==> src/rtl/fetch_ctrl_pkg.sv <==
package fetch_ctrl_pkg;

  typedef enum logic [2:0] {
    ST_IDLE       = 3'd0,
    ST_RUN        = 3'd1,
    ST_SQUASH     = 3'd2,
    ST_BLOCKED    = 3'd3,
    ST_MISS_WAIT  = 3'd4,
    ST_MISS_READY = 3'd5
  } fstate_e;

  // per-cycle decision bits from the arbiter
  typedef struct packed {
    logic fetch;
    logic access;
    logic redir;
    logic redir_cmt;
    logic cancel;
    logic bp_sq;
    logic bp_cmt;
    logic bp_fix;
    logic bp_upd;
    logic advance;
  } fctl_s;

  localparam int NUM_CNT   = 3;
  localparam int CNT_SQ    = 0;
  localparam int CNT_BLK   = 1;
  localparam int CNT_FETCH = 2;

endpackage

==> src/rtl/fetch_ctrl_arbiter.sv <==
module fetch_ctrl_arbiter
  import fetch_ctrl_pkg::*;
(
  input  fstate_e                 state_i,
  input  logic                    cmt_squash_i,
  input  logic                    cmt_mispredict_i,
  input  logic                    cmt_seq_nz_i,
  input  logic                    rob_squashing_i,
  input  logic                    dec_squash_i,
  input  logic                    dec_mispredict_i,
  input  logic                    any_stall_i,
  input  logic                    line_miss_i,
  input  logic                    fetch_fault_i,
  input  logic                    miss_done_i,
  output fstate_e                 nxt_state_o,
  output fctl_s                   ctl_o,
  output logic [NUM_CNT-1:0]      cnt_inc_o
);

  always_comb begin
    ctl_o       = '0;
    cnt_inc_o   = '0;
    nxt_state_o = state_i;
    if (cmt_squash_i) begin
      ctl_o.redir     = 1'b1;
      ctl_o.redir_cmt = 1'b1;
      ctl_o.cancel    = (state_i == ST_MISS_WAIT);
      ctl_o.bp_sq     = 1'b1;
      ctl_o.bp_cmt    = 1'b1;
      ctl_o.bp_fix    = cmt_mispredict_i;
      cnt_inc_o[CNT_SQ] = 1'b1;
      nxt_state_o     = ST_SQUASH;
    end else begin
      ctl_o.bp_upd = cmt_seq_nz_i;
      if (rob_squashing_i) begin
        cnt_inc_o[CNT_SQ] = 1'b1;
        nxt_state_o       = ST_SQUASH;
      end else begin
        if (dec_squash_i) begin
          ctl_o.bp_sq  = 1'b1;
          ctl_o.bp_fix = dec_mispredict_i;
        end
        if (dec_squash_i && state_i != ST_SQUASH) begin
          ctl_o.redir       = 1'b1;
          ctl_o.cancel      = (state_i == ST_MISS_WAIT);
          cnt_inc_o[CNT_SQ] = 1'b1;
          nxt_state_o       = ST_SQUASH;
        end else if (any_stall_i) begin
          cnt_inc_o[CNT_BLK] = 1'b1;
          nxt_state_o        = ST_BLOCKED;
        end else if (state_i == ST_BLOCKED) begin
          cnt_inc_o[CNT_BLK] = 1'b1;
          nxt_state_o        = ST_RUN;
        end else if (state_i == ST_MISS_WAIT) begin
          if (miss_done_i) nxt_state_o = ST_MISS_READY;
        end else begin
          ctl_o.fetch          = 1'b1;
          cnt_inc_o[CNT_FETCH] = 1'b1;
          if (state_i == ST_MISS_READY) begin
            ctl_o.advance = 1'b1;
            nxt_state_o   = ST_RUN;
          end else begin
            ctl_o.access = 1'b1;
            if (fetch_fault_i) begin
              nxt_state_o = ST_BLOCKED;
            end else if (line_miss_i) begin
              nxt_state_o = ST_MISS_WAIT;
            end else begin
              ctl_o.advance = 1'b1;
              nxt_state_o   = ST_RUN;
            end
          end
        end
      end
    end
  end

endmodule

==> src/rtl/fetch_ctrl_counters.sv <==
module fetch_ctrl_counters #(
  parameter int CW = 16,
  parameter int N  = 3
) (
  input  logic          clk,
  input  logic          rst,
  input  logic [N-1:0]  inc_i,
  output logic [CW-1:0] cnt_o [N]
);

  localparam logic [CW-1:0] ONE = CW'(1);

  for (genvar g = 0; g < N; g++) begin : g_cnt
    always_ff @(posedge clk) begin
      if (rst)           cnt_o[g] <= '0;
      else if (inc_i[g]) cnt_o[g] <= cnt_o[g] + ONE;
    end
  end

endmodule

==> src/rtl/fetch_ctrl_pc.sv <==
module fetch_ctrl_pc #(
  parameter int          AW         = 32,
  parameter int          INST_BYTES = 4,
  parameter logic [AW-1:0] RESET_PC = '0
) (
  input  logic          clk,
  input  logic          rst,
  input  logic          redir_i,
  input  logic [AW-1:0] redir_pc_i,
  input  logic          advance_i,
  input  logic [AW-1:0] next_pc_i,
  output logic [AW-1:0] pc_o,
  output logic [AW-1:0] npc_o
);

  localparam logic [AW-1:0] STEP = AW'(INST_BYTES);

  always_ff @(posedge clk) begin
    if (rst) begin
      pc_o  <= RESET_PC;
      npc_o <= RESET_PC + STEP;
    end else if (redir_i) begin
      pc_o  <= redir_pc_i;
      npc_o <= redir_pc_i + STEP;
    end else if (advance_i) begin
      pc_o  <= next_pc_i;
      npc_o <= next_pc_i + STEP;
    end
  end

endmodule

==> src/rtl/fetch_ctrl.sv <==
module fetch_ctrl
  import fetch_ctrl_pkg::*;
#(
  parameter int            AW         = 32,
  parameter int            SW         = 16,
  parameter int            CW         = 16,
  parameter int            INST_BYTES = 4,
  parameter logic [AW-1:0] RESET_PC   = '0
) (
  input  logic          clk,
  input  logic          rst,
  input  logic          cmt_squash_i,
  input  logic [AW-1:0] cmt_pc_i,
  input  logic [SW-1:0] cmt_seq_i,
  input  logic          cmt_mispredict_i,
  input  logic          cmt_taken_i,
  input  logic          rob_squashing_i,
  input  logic          dec_squash_i,
  input  logic [AW-1:0] dec_pc_i,
  input  logic [SW-1:0] dec_seq_i,
  input  logic          dec_mispredict_i,
  input  logic          dec_taken_i,
  input  logic          stall_dec_i,
  input  logic          stall_ren_i,
  input  logic          stall_exe_i,
  input  logic          stall_cmt_i,
  input  logic [AW-1:0] fetch_next_pc_i,
  input  logic          line_miss_i,
  input  logic          fetch_fault_i,
  input  logic          miss_done_i,
  output logic [2:0]    state_o,
  output logic          fetch_o,
  output logic          access_o,
  output logic          redirect_o,
  output logic [AW-1:0] pc_o,
  output logic [AW-1:0] npc_o,
  output logic          miss_cancel_o,
  output logic          bp_squash_o,
  output logic [SW-1:0] bp_squash_seq_o,
  output logic          bp_fix_o,
  output logic [AW-1:0] bp_fix_pc_o,
  output logic          bp_fix_taken_o,
  output logic          bp_update_o,
  output logic [SW-1:0] bp_update_seq_o,
  output logic [CW-1:0] cnt_squash_o,
  output logic [CW-1:0] cnt_blocked_o,
  output logic [CW-1:0] cnt_fetch_o
);

  fstate_e            state_q, state_d;
  fctl_s              ctl;
  logic [NUM_CNT-1:0] cnt_inc;
  logic [CW-1:0]      cnt [NUM_CNT];
  logic [AW-1:0]      redir_pc;
  logic               any_stall;

  assign any_stall = stall_dec_i | stall_ren_i | stall_exe_i | stall_cmt_i;
  assign redir_pc  = ctl.redir_cmt ? cmt_pc_i : dec_pc_i;

  fetch_ctrl_arbiter u_arb (
    .state_i          (state_q),
    .cmt_squash_i     (cmt_squash_i),
    .cmt_mispredict_i (cmt_mispredict_i),
    .cmt_seq_nz_i     (|cmt_seq_i),
    .rob_squashing_i  (rob_squashing_i),
    .dec_squash_i     (dec_squash_i),
    .dec_mispredict_i (dec_mispredict_i),
    .any_stall_i      (any_stall),
    .line_miss_i      (line_miss_i),
    .fetch_fault_i    (fetch_fault_i),
    .miss_done_i      (miss_done_i),
    .nxt_state_o      (state_d),
    .ctl_o            (ctl),
    .cnt_inc_o        (cnt_inc)
  );

  fetch_ctrl_pc #(.AW(AW), .INST_BYTES(INST_BYTES), .RESET_PC(RESET_PC)) u_pc (
    .clk        (clk),
    .rst        (rst),
    .redir_i    (ctl.redir),
    .redir_pc_i (redir_pc),
    .advance_i  (ctl.advance),
    .next_pc_i  (fetch_next_pc_i),
    .pc_o       (pc_o),
    .npc_o      (npc_o)
  );

  fetch_ctrl_counters #(.CW(CW), .N(NUM_CNT)) u_cnt (
    .clk   (clk),
    .rst   (rst),
    .inc_i (cnt_inc),
    .cnt_o (cnt)
  );

  assign cnt_squash_o  = cnt[CNT_SQ];
  assign cnt_blocked_o = cnt[CNT_BLK];
  assign cnt_fetch_o   = cnt[CNT_FETCH];
  assign state_o       = state_q;

  always_ff @(posedge clk) begin
    if (rst) begin
      state_q         <= ST_IDLE;
      fetch_o         <= 1'b0;
      access_o        <= 1'b0;
      redirect_o      <= 1'b0;
      miss_cancel_o   <= 1'b0;
      bp_squash_o     <= 1'b0;
      bp_squash_seq_o <= '0;
      bp_fix_o        <= 1'b0;
      bp_fix_pc_o     <= '0;
      bp_fix_taken_o  <= 1'b0;
      bp_update_o     <= 1'b0;
      bp_update_seq_o <= '0;
    end else begin
      state_q         <= state_d;
      fetch_o         <= ctl.fetch;
      access_o        <= ctl.access;
      redirect_o      <= ctl.redir;
      miss_cancel_o   <= ctl.cancel;
      bp_squash_o     <= ctl.bp_sq;
      bp_squash_seq_o <= !ctl.bp_sq ? '0 : (ctl.bp_cmt ? cmt_seq_i : dec_seq_i);
      bp_fix_o        <= ctl.bp_fix;
      bp_fix_pc_o     <= !ctl.bp_fix ? '0 : (ctl.bp_cmt ? cmt_pc_i : dec_pc_i);
      bp_fix_taken_o  <= ctl.bp_fix & (ctl.bp_cmt ? cmt_taken_i : dec_taken_i);
      bp_update_o     <= ctl.bp_upd;
      bp_update_seq_o <= ctl.bp_upd ? cmt_seq_i : '0;
    end
  end

endmodule

==> config.mk <==
export PLATFORM = sky130hd
export DESIGN_NAME = fetch_ctrl
export DESIGN_NICKNAME = d
export VERILOG_FILES = /design/src/rtl/fetch_ctrl_pkg.sv /design/src/rtl/fetch_ctrl_arbiter.sv /design/src/rtl/fetch_ctrl_counters.sv /design/src/rtl/fetch_ctrl_pc.sv /design/src/rtl/fetch_ctrl.sv
export SDC_FILE = /design/constraint.sdc
export NUM_CORES = 1
export LEC_CHECK = 0
export BUFFER_PORTS_ARGS = -buffer_cell sky130_fd_sc_hd__buf_2
export CORE_MARGIN = 5
export CORE_UTILIZATION = 45
export DETAILED_ROUTE_END_ITERATION = 8
export PLACE_DENSITY = 0.77
export SKIP_LAST_GASP = 1
export SYNTH_ARGS = -nofsm -noshare
export SYNTH_HDL_FRONTEND = slang
export SYNTH_HIERARCHICAL = 1
export SYNTH_SLANG_ARGS = --single-unit
==> constraint.sdc <==
create_clock -name clk -period 3.7 [get_ports clk]
set_input_delay 0.555 -clock clk [delete_from_list [all_inputs] [get_ports clk]]
set_output_delay 0.555 -clock clk [all_outputs]
set_load 0.05 [all_outputs]
=== Yosys cells after proc, flatten, opt, wreduce, memory -nomap -nowiden ===
Index checks and enable logic that the tools add are counted.

* Register bits: 187

* $add $sub $neg: 5
* Eq/ne operators: 7
* Multiplexer cells: 49
* Bitwise logic cells: 7
* Reduce and logical (&&, ||, !) cells: 9

{| class="wikitable"
|+ Operator list
! kind !! number
|-
| 32-bit 2-to-1 mux || 5
|-
| 32-bit by 3-bit adder with 32-bit output (second input constant) || 2
|-
| 16-bit by 1-bit adder with 16-bit output (second input constant) || 3
|-
| 1-bit 2-to-1 mux || 26
|-
| 2-bit 2-to-1 mux || 12
|-
| 16-bit 2-to-1 mux || 1
|-
| 16-bit OR reduction || 1
|-
| 3-bit 2-to-1 mux || 5
|-
| 7-bit != test (second input constant) || 1
|-
| 7-bit OR reduction || 1
|-
| 3-bit equality test (second input constant) || 2
|-
| 2-bit OR reduction || 3
|-
| 6-bit OR reduction || 1
|-
| 4-bit != test (second input constant) || 1
|-
| 4-bit OR reduction || 1
|-
| 3-bit by 2-bit equality test with 1-bit output (second input constant) || 1
|-
| 3-bit by 2-bit != test with 1-bit output (second input constant) || 1
|-
| 1-bit NOT || 3
|-
| 1-bit OR || 3
|-
| 2-bit != test (second input constant) || 1
|-
| 2-bit nonzero test || 1
|-
| 1-bit AND || 1
|-
| 1-bit logical AND || 1
|}

=== Longest topological paths before layout ===
Gate-level depths: netlist of run 1.

* Word-level depth: 11
* Gate-level depth with buffers: 15
* Gate-level depth less buffers: 9

=== Hierarchy ===
Netlist of run 1, hierarchy kept.

{| class="wikitable"
|+ By module, submodules not included
! module !! instances !! cells each !! area an instance (sq um) !! sequential area each (sq um)
|-
| fetch_ctrl_pc || 1 || 431 || 3485.8 || 1241.2
|-
| fetch_ctrl || 1 || 256 || 2930.3 || 1501.4
|-
| fetch_ctrl_counters || 1 || 240 || 2128.3 || 960.9
|-
| fetch_ctrl_arbiter || 1 || 34 || 231.5 || 0.0
|}

=== Worst setup path before layout of run 1 ===
Ideal clock, no wire load.

* Path kind: reg2reg
* From: register state_q[1], in the netlist state_o[1]
* To: register u_pc.npc_o[26]
* Setup time: 0.062 ns
* Arrival time: 4.038 ns
* Required time: 3.638 ns
* Slack: -0.400 ns
* Stages on the path, launching flop included: 16
* Period minus slack after synthesis: 4.100 ns
* Cells stage by stage: dfxtp_1 -> or3b_1 -> a21o_2 -> buf_6 -> buf_2 -> buf_2 -> buf_1 -> buf_2 -> mux2_2 -> ha_1 -> nand4b_1 -> a22oi_1 -> nand4_1 -> clkbuf_1 -> or4_1 -> nand3_1

{| class="wikitable"
|+ RTL lines
! element !! RTL line !! text
|-
| start, declared || fetch_ctrl.sv:50 || <nowiki>fstate_e state_q, state_d;</nowiki>
|-
| start signal, assigned || fetch_ctrl.sv:115 || <nowiki>state_q <= state_d;</nowiki>
|-
| end signal, assigned || fetch_ctrl_pc.sv:21 || <nowiki>npc_o <= RESET_PC + STEP;</nowiki>
|-
| end signal, assigned || fetch_ctrl_pc.sv:24 || <nowiki>npc_o <= redir_pc_i + STEP;</nowiki>
|-
| end signal, assigned || fetch_ctrl_pc.sv:27 || <nowiki>npc_o <= next_pc_i + STEP;</nowiki>
|-
| end, declared || fetch_ctrl_pc.sv:13 || <nowiki>output logic [AW-1:0] npc_o</nowiki>
|}

==> results of run 1 <==
## layout make-up
cell class | instances | share of cell area (%)
flip-flops and latches | 185 | 33.4
inverters | 9 | 0.304
clock inverters | 14 | 1.45
repair buffers | 348 | 16.1
clock buffers | 17 | 3.83
multi-input cells | 703 | 41.9
well taps | 265 | 2.98
diodes | 3 | 0.0675
## metrics by stage
step / instances / power, uW / worst slack (ns)
2_1_floorplan: 961 / 2900 / 0.0245
3_3_place_gp: 1510 / 3190 / 0.333
3_5_place_dp: 1510 / 3200 / 0.241
4_1_cts: 1541 / 5010 / 0.314
5_1_grt: 1544 / 5170 / 0.0843
6_report: 1544 / 4970 / 0.271
## registers in the layout (all words and copies together), names as in the netlist
register         flops
u_cnt/cnt_o         48
bp_fix_pc_o         32
u_pc/pc_o           32
u_pc/npc_o          30
bp_squash_seq_o     16
bp_update_seq_o     16
state_o              3
access_o             1
bp_fix_o             1
bp_fix_taken_o       1
bp_squash_o          1
bp_update_o          1
fetch_o              1
miss_cancel_o        1
redirect_o           1
## where the power goes
part	internal (uW)	total (uW)	switching (uW)
clock	956	1810	858
combinational	303	1010	711
sequential	2090	2140	52.0
## synth_stat cells (5+ instances only)
cell type and number:
sky130_fd_sc_hd__a211oi_1 19, sky130_fd_sc_hd__a21oi_1 25, sky130_fd_sc_hd__a22oi_1 7, sky130_fd_sc_hd__and2_1 17, sky130_fd_sc_hd__buf_1 5, sky130_fd_sc_hd__buf_2 8, sky130_fd_sc_hd__buf_4 10, sky130_fd_sc_hd__buf_6 11
sky130_fd_sc_hd__clkbuf_1 25, sky130_fd_sc_hd__dfxtp_1 185, sky130_fd_sc_hd__inv_1 9, sky130_fd_sc_hd__mux2_2 45, sky130_fd_sc_hd__mux2i_1 80, sky130_fd_sc_hd__nand2_1 54, sky130_fd_sc_hd__nand3_1 44, sky130_fd_sc_hd__nand3b_1 26
sky130_fd_sc_hd__nand4_1 23, sky130_fd_sc_hd__nand4_2 5, sky130_fd_sc_hd__nand4b_1 6, sky130_fd_sc_hd__nor2_1 161, sky130_fd_sc_hd__nor2b_1 11, sky130_fd_sc_hd__nor3_1 17, sky130_fd_sc_hd__nor4_1 16, sky130_fd_sc_hd__o211ai_1 8
sky130_fd_sc_hd__o21ai_0 26, sky130_fd_sc_hd__or3_1 7, sky130_fd_sc_hd__or4_1 9, sky130_fd_sc_hd__xnor2_1 35, sky130_fd_sc_hd__xor2_1 15
## metal layers
| layer | vias up | GRT usage [%] | routed length [microns] | share of wire (%) |
|---|---|---|---|---|
| met3 | 46 | 4.39 | 1890 | 7.0 |
| met5 | - | 0 | 13 | 0.048 |
| met2 | 323 | 39.7 | 13300 | 49 |
| met1 | 3803 | 28.5 | 11200 | 41 |
| met4 | 2 | 9.52 | 789 | 2.9 |
| li1 | 3982 | - | - | - |
## final timing paths
path / startpoint / to / slack, ns / cells past startpoint
worst max register to register: state_o[1] / u_pc/npc_o[28] / 0.27 / 9
worst min-delay path: dec_seq_i[12] / bp_squash_seq_o[12] / 0.35 / 3
worst max-delay path: state_o[1] / u_pc/npc_o[28] / 0.27 / 9
worst min register to register: u_pc/npc_o[6] / u_pc/npc_o[6] / 0.46 / 2
## worst max-delay path, delay by kind of cell (launching register included)
kind / cells / cell delay [ns]
AOI/OAI and AO/OA: 2 / 0.64
adders and majority gates: 1 / 0.23
DFF: 1 / 0.38
muxes: 1 / 0.28
and+or+nand+nor: 5 / 1.84
## cells by family (layout without fill, tap and decap cells)
logic type,count (synthesis),after routing,share of synthesized area [%]
AND/OR/NAND/NOR,424,424,25.1
flip-flops,185,185,42.2
AO/OA/AOI/OAI,98,98,7.03
multiplexers,127,127,15.2
buffers and inverters,73,388,4.99
other,0,3,0
adder cells (fa/ha/maj),4,4,0.570
XOR/XNOR,50,50,4.99
==> metrics.md, run 1 <==
| Metric | Value |
|---|---|
| Outcome | completed |
| Number of rows created at floorplan | 51 |
| Power density cells | 447 mW/mm^2 |
| Critical Path Max Stage Delay | 0.66 ns |
| Number of nets in the finished design | 1412 |
| Final core area utilization | 57.5% |
| Max Clock Skew | 0.0128 ns |
| Worst Path Arrival | 3.80 ns |
| Detailed-route DRC error count | 0 |
| Clock latency on the worst-skew pair | 0.43 ns |
| Number of design-rule violations left by the first detailed-router iteration | 486 |
| Die X-Extent | 150 microns |
| Number of buffers on the longest clock path | 2 |
| Area share of the largest cell type after synthesis | 42.2% |
| Clock root buffer | sky130_fd_sc_hd__clkbuf_16 |
| Max_cap viols | 0 |
| Pre-Repair DR Iteration Count | 5 |
| Resized cells post-CTS | 0 |
| Worst hold slack after final layout | 0.354 ns |
| Worst setup path category | flip-flop to flip-flop |
| Initial standard-cell utilization of the core | 45.4% |
| Total routed wirelength | 27.1 mm |
| Vias per std cell | 5.28 |
| Final count of negative-setup-slack endpoints | 0 |
| ANT nets after route | 0 |
| Leakage power | 0.00514 uW |
| Share of flip-flops with an asynchronous set or reset | 0% |
| Count of pins over their slew limit | 0 |
| Number of unique standard cell types used by synthesis | 61 |
| Count of buffers from port buffering | 330 |
| Final Wtd Congestion | 0.928 |
| Syn nets | 1109 |
| Maximum number of pins on one net before global-route repair | 50 |
| Final hold violation count | 0 |
| Sequential-to-total area share from yosys stat | 42.2% |
| Achievable clock frequency | 292 MHz |
| Sequential cell area | 0.00371 sq mm |
| Summed negative setup slack over all endpoints | 0 ns |
| Post-synth top flop | sky130_fd_sc_hd__dfxtp_1 |
| Total grt overflow | 0 |
| Highest-count cells in the layout ignoring fill and taps | 328 x sky130_fd_sc_hd__buf_2, 182 x sky130_fd_sc_hd__dfxtp_1, 160 x sky130_fd_sc_hd__nor2_1 |
| Vias in the first global route | 7776 |
| Clock transition at the register clock pins on the worst setup and hold paths after CTS | 0.07 ns |
| Leading cell type in the layout, fill and taps excluded | sky130_fd_sc_hd__buf_2 |
| Total global routing track utilization | 23.1% |
| FF+latch count, synth | 185 |
| Hold bufs inserted after CTS | 0 |
| Multi-input combinational cell area | 0.00466 sq mm |
| Synthesized instance count | 961 |
| Final instance area | 0.0111 sq mm |
| Mean instance size in the synthesized netlist | 9.13 sq um |
| Overall die area | 0.0224 sq mm |
| Core region area | 0.0193 sq mm |
| Fraction of final layout cells with drive strength greater than 1 | 35.3% |
| Warnings, synthesis | 6 |
| Worst path slowest cell | sky130_fd_sc_hd__or4_1 |
| Worst ir drop on vdd | 298 uV |
| CP max FO | 21 |
| Synthesized area | 0.00878 sq mm |
| Kind of path behind the tightest hold check | input port to flip-flop |
| Unrepaired setup endpoints after global routing | false |
| Max-Slew Margin vs Limit | 48.2% |
| Cell types with the largest area share after synthesis | sky130_fd_sc_hd__dfxtp_1 42%, sky130_fd_sc_hd__mux2i_1 9.1%, sky130_fd_sc_hd__nor2_1 6.9% |
| Final period utilization | 92.7% |
| Io pins | 331 |
| Dominant cell type by area after synthesis | sky130_fd_sc_hd__dfxtp_1 |
| Die span in y | 150 microns |
| TritonCTS Sinks | 185 |
| Area added between synthesis and finish | 26.7% |
| Clock period minus worst slack | 3.43 ns |
| Routed wire per std cell | 17.6 microns |
| Number of flops mapped to enable cells by yosys | 0 |
| Placed cell area | 0.0105 sq mm |
| Global-route wire length before repair | 41.1 mm |
| Actual slew at the worst max-slew pin | 0.778 ns |
| Antenna violations before repair | 4 |
| H-tree levels | 4 |
| Clock buffers created by TritonCTS | 17 |
| Half-perimeter wire length after placement | 20.8 mm |
| Buffer count from post-CTS setup fixing | 0 |
| Clock tree from TritonCTS | done |
| Overall via count from detail_route | 8156 |
| Endpoint kind of the worst setup timing path | flip-flop |
| Count of fill cells added during filler insertion | 1798 |
| Ordered list of cells on the worst path | or3b_1 > a21o_4 > mux2_2 > ha_1 > nand4b_1 > a22oi_2 > nand4_1 > or4_1 > nand3_1 |
| Required time of the critical path | 4.07 ns |
| Crit path launch type | flip-flop |
No activity file was read; power rests on OpenSTA's default activity.
==> run 2, diff against run 1 <==
Settings changed: CORE_UTILIZATION 45 to 46, CTS_BUF_LIST set to sky130_fd_sc_hd__clkbuf_8, PLACE_DENSITY 0.77 to 0.79.
==> metrics.md, run 2 (synthesis gave the netlist of run 1 again) <==
| Metric | Value |
|---|---|
| Overall via count from detail_route | 8177 |
| Leading cell type in the layout, fill and taps excluded | sky130_fd_sc_hd__buf_2 |
| Count of pins over their slew limit | 0 |
| Reg-to-reg endpoint | u_pc/npc_o[28] |
| Core region area | 0.0188 sq mm |
| Hold bufs inserted after CTS | 0 |
| Actual slew at the worst max-slew pin | 0.916 ns |
| Half-perimeter wire length after placement | 20.5 mm |
| Number of design-rule violations left by the first detailed-router iteration | 507 |
| Final hold violation count | 0 |
| Antenna violations before repair | 2 |
| Total routed wirelength | 26.7 mm |
| Clock root buffer | sky130_fd_sc_hd__clkbuf_8 |
| Worst hold path cell count | 3 |
| Crit Reg-Reg Startpoint | state_o[1] |
| Top register by number of flip-flops | u_cnt/cnt_o |
| Worst ir drop on vdd | 221 uV |
| Clock transition at the register clock pins on the worst setup and hold paths after CTS | 0.11 ns |
| Overall die area | 0.0219 sq mm |
| Power density cells | 415 mW/mm^2 |
| Die span in y | 148 microns |
| Worst setup path category | flip-flop to flip-flop |
| Outcome | completed |
| Area added between synthesis and finish | 23.9% |
| Achievable clock frequency | 296 MHz |
| H-tree levels | 4 |
| Max Clock Skew | 0.0147 ns |
| Vias per std cell | 5.42 |
| Final period utilization | 91.3% |
| Crit path launch type | flip-flop |
| Routed wire per std cell | 17.7 microns |
| Count of cells along the worst register-to-register path | 9 |
| Crit path from | state_o[1] |
| Clock latency on the worst-skew pair | 0.46 ns |
| Endpoint kind of the worst setup timing path | flip-flop |
| End of the worst hold path | bp_squash_seq_o[8] |
| Fraction of final layout cells with drive strength greater than 1 | 35.1% |
| Required time of the critical path | 4.10 ns |
| Max-Slew Margin vs Limit | 39.0% |
| Summed negative setup slack over all endpoints | 0 ns |
| Unrepaired setup endpoints after global routing | false |
| Die X-Extent | 148 microns |
| Final count of negative-setup-slack endpoints | 0 |
| Maximum number of pins on one net before global-route repair | 62 |
| Clock tree from TritonCTS | done |
| Launch point of the worst hold path | dec_seq_i[8] |
| Max_cap viols | 0 |
| CP max FO | 25 |
| ANT nets after route | 0 |
| Total grt overflow | 0 |
| TritonCTS Sinks | 185 |
| Worst Setup Slack post-DPL | 0.311 ns |
| Detailed-route DRC error count | 0 |
| Count of buffers from port buffering | 330 |
| Highest-count cells in the layout ignoring fill and taps | 328 x sky130_fd_sc_hd__buf_2, 182 x sky130_fd_sc_hd__dfxtp_1, 160 x sky130_fd_sc_hd__nor2_1 |
| Final Wtd Congestion | 0.910 |
| Global-route wire length before repair | 41.2 mm |
| Buffer count from post-CTS setup fixing | 0 |
| Worst Path Arrival | 3.78 ns |
| Register-to-register setup slack | 0.32 ns |
| Resized cells post-CTS | 0 |
| Clock period minus worst slack | 3.38 ns |
| Initial standard-cell utilization of the core | 46.8% |
| Total global routing track utilization | 23.4% |
| Number of buffers on the longest clock path | 2 |
| Leakage power | 0.00504 uW |
| Final core area utilization | 57.9% |
| Largest registers | u_cnt/cnt_o (48), bp_fix_pc_o (32), u_pc/pc_o (32) |
| Vias in the first global route | 7809 |
| Number of rows created at floorplan | 50 |
| Kind of path behind the tightest hold check | input port to flip-flop |
| Io pins | 331 |
| Number of nets in the finished design | 1409 |
| Clock buffers created by TritonCTS | 17 |
| Pre-Repair DR Iteration Count | 5 |
| Final worst setup slack | 0.323 ns |
| Flip-flop count of the largest register after layout | 48 |
-- run 2: how the worst max path moves through the flow --
stage                endpoint  slack, ns
2_1_floorplan  u_pc/npc_o[26]       0.02
3_3_place_gp   u_pc/npc_o[28]       0.39
3_5_place_dp   u_pc/npc_o[26]       0.31
4_1_cts        u_pc/npc_o[26]       0.37
5_1_grt        u_pc/npc_o[20]       0.16
6_report       u_pc/npc_o[28]       0.32
-- run 2: metal layers --
metal	routed length (microns)	up-vias	track usage, %
met3	1910	44	4.66
met4	658	2	7.99
li1	-	3982	-
met5	11	-	0
met1	11100	3801	28.7
met2	13000	348	41.2
-- run 2: per-stage QoR --
step	std cells	instance area (sq um)	hold slack, ns	total power, uW
after floorplan	961	8790	0.619	2900
after global placement	1476	10500	0.442	3190
after detailed placement	1476	10500	0.445	3200
after CTS	1507	10900	0.277	4550
after global routing	1508	10900	0.292	4730
final	1508	10900	0.315	4520
-- run 2: worst max-delay path, cell delays in order, from the launching register on --
cell	delay, ns
sky130_fd_sc_hd__dfxtp_4	0.39
sky130_fd_sc_hd__or3b_1	0.39
sky130_fd_sc_hd__a21o_4	0.32
sky130_fd_sc_hd__mux2_2	0.28
sky130_fd_sc_hd__ha_1	0.25
sky130_fd_sc_hd__nand4b_1	0.19
sky130_fd_sc_hd__a22oi_2	0.31
sky130_fd_sc_hd__nand4_1	0.42
sky130_fd_sc_hd__or4_1	0.64
sky130_fd_sc_hd__nand3_1	0.09
-- run 2: layout make-up --
cell class              count  area, sq um
inverters                   9         33.8
multi-input cells         703         4660
repair buffers            345         1780
diodes                      1         2.50
clock buffers              17          234
fillers                  1694         7900
well taps                 234          293
clock inverters            14          160
flip-flops and latches    185         3710
-- run 2: power breakdown --
part	total (uW)	internal, uW	switching (uW)
Sequential	2140	2090	52.9
Combinational	1010	303	710
Clock	1360	561	801
Total	4520	2950	1560
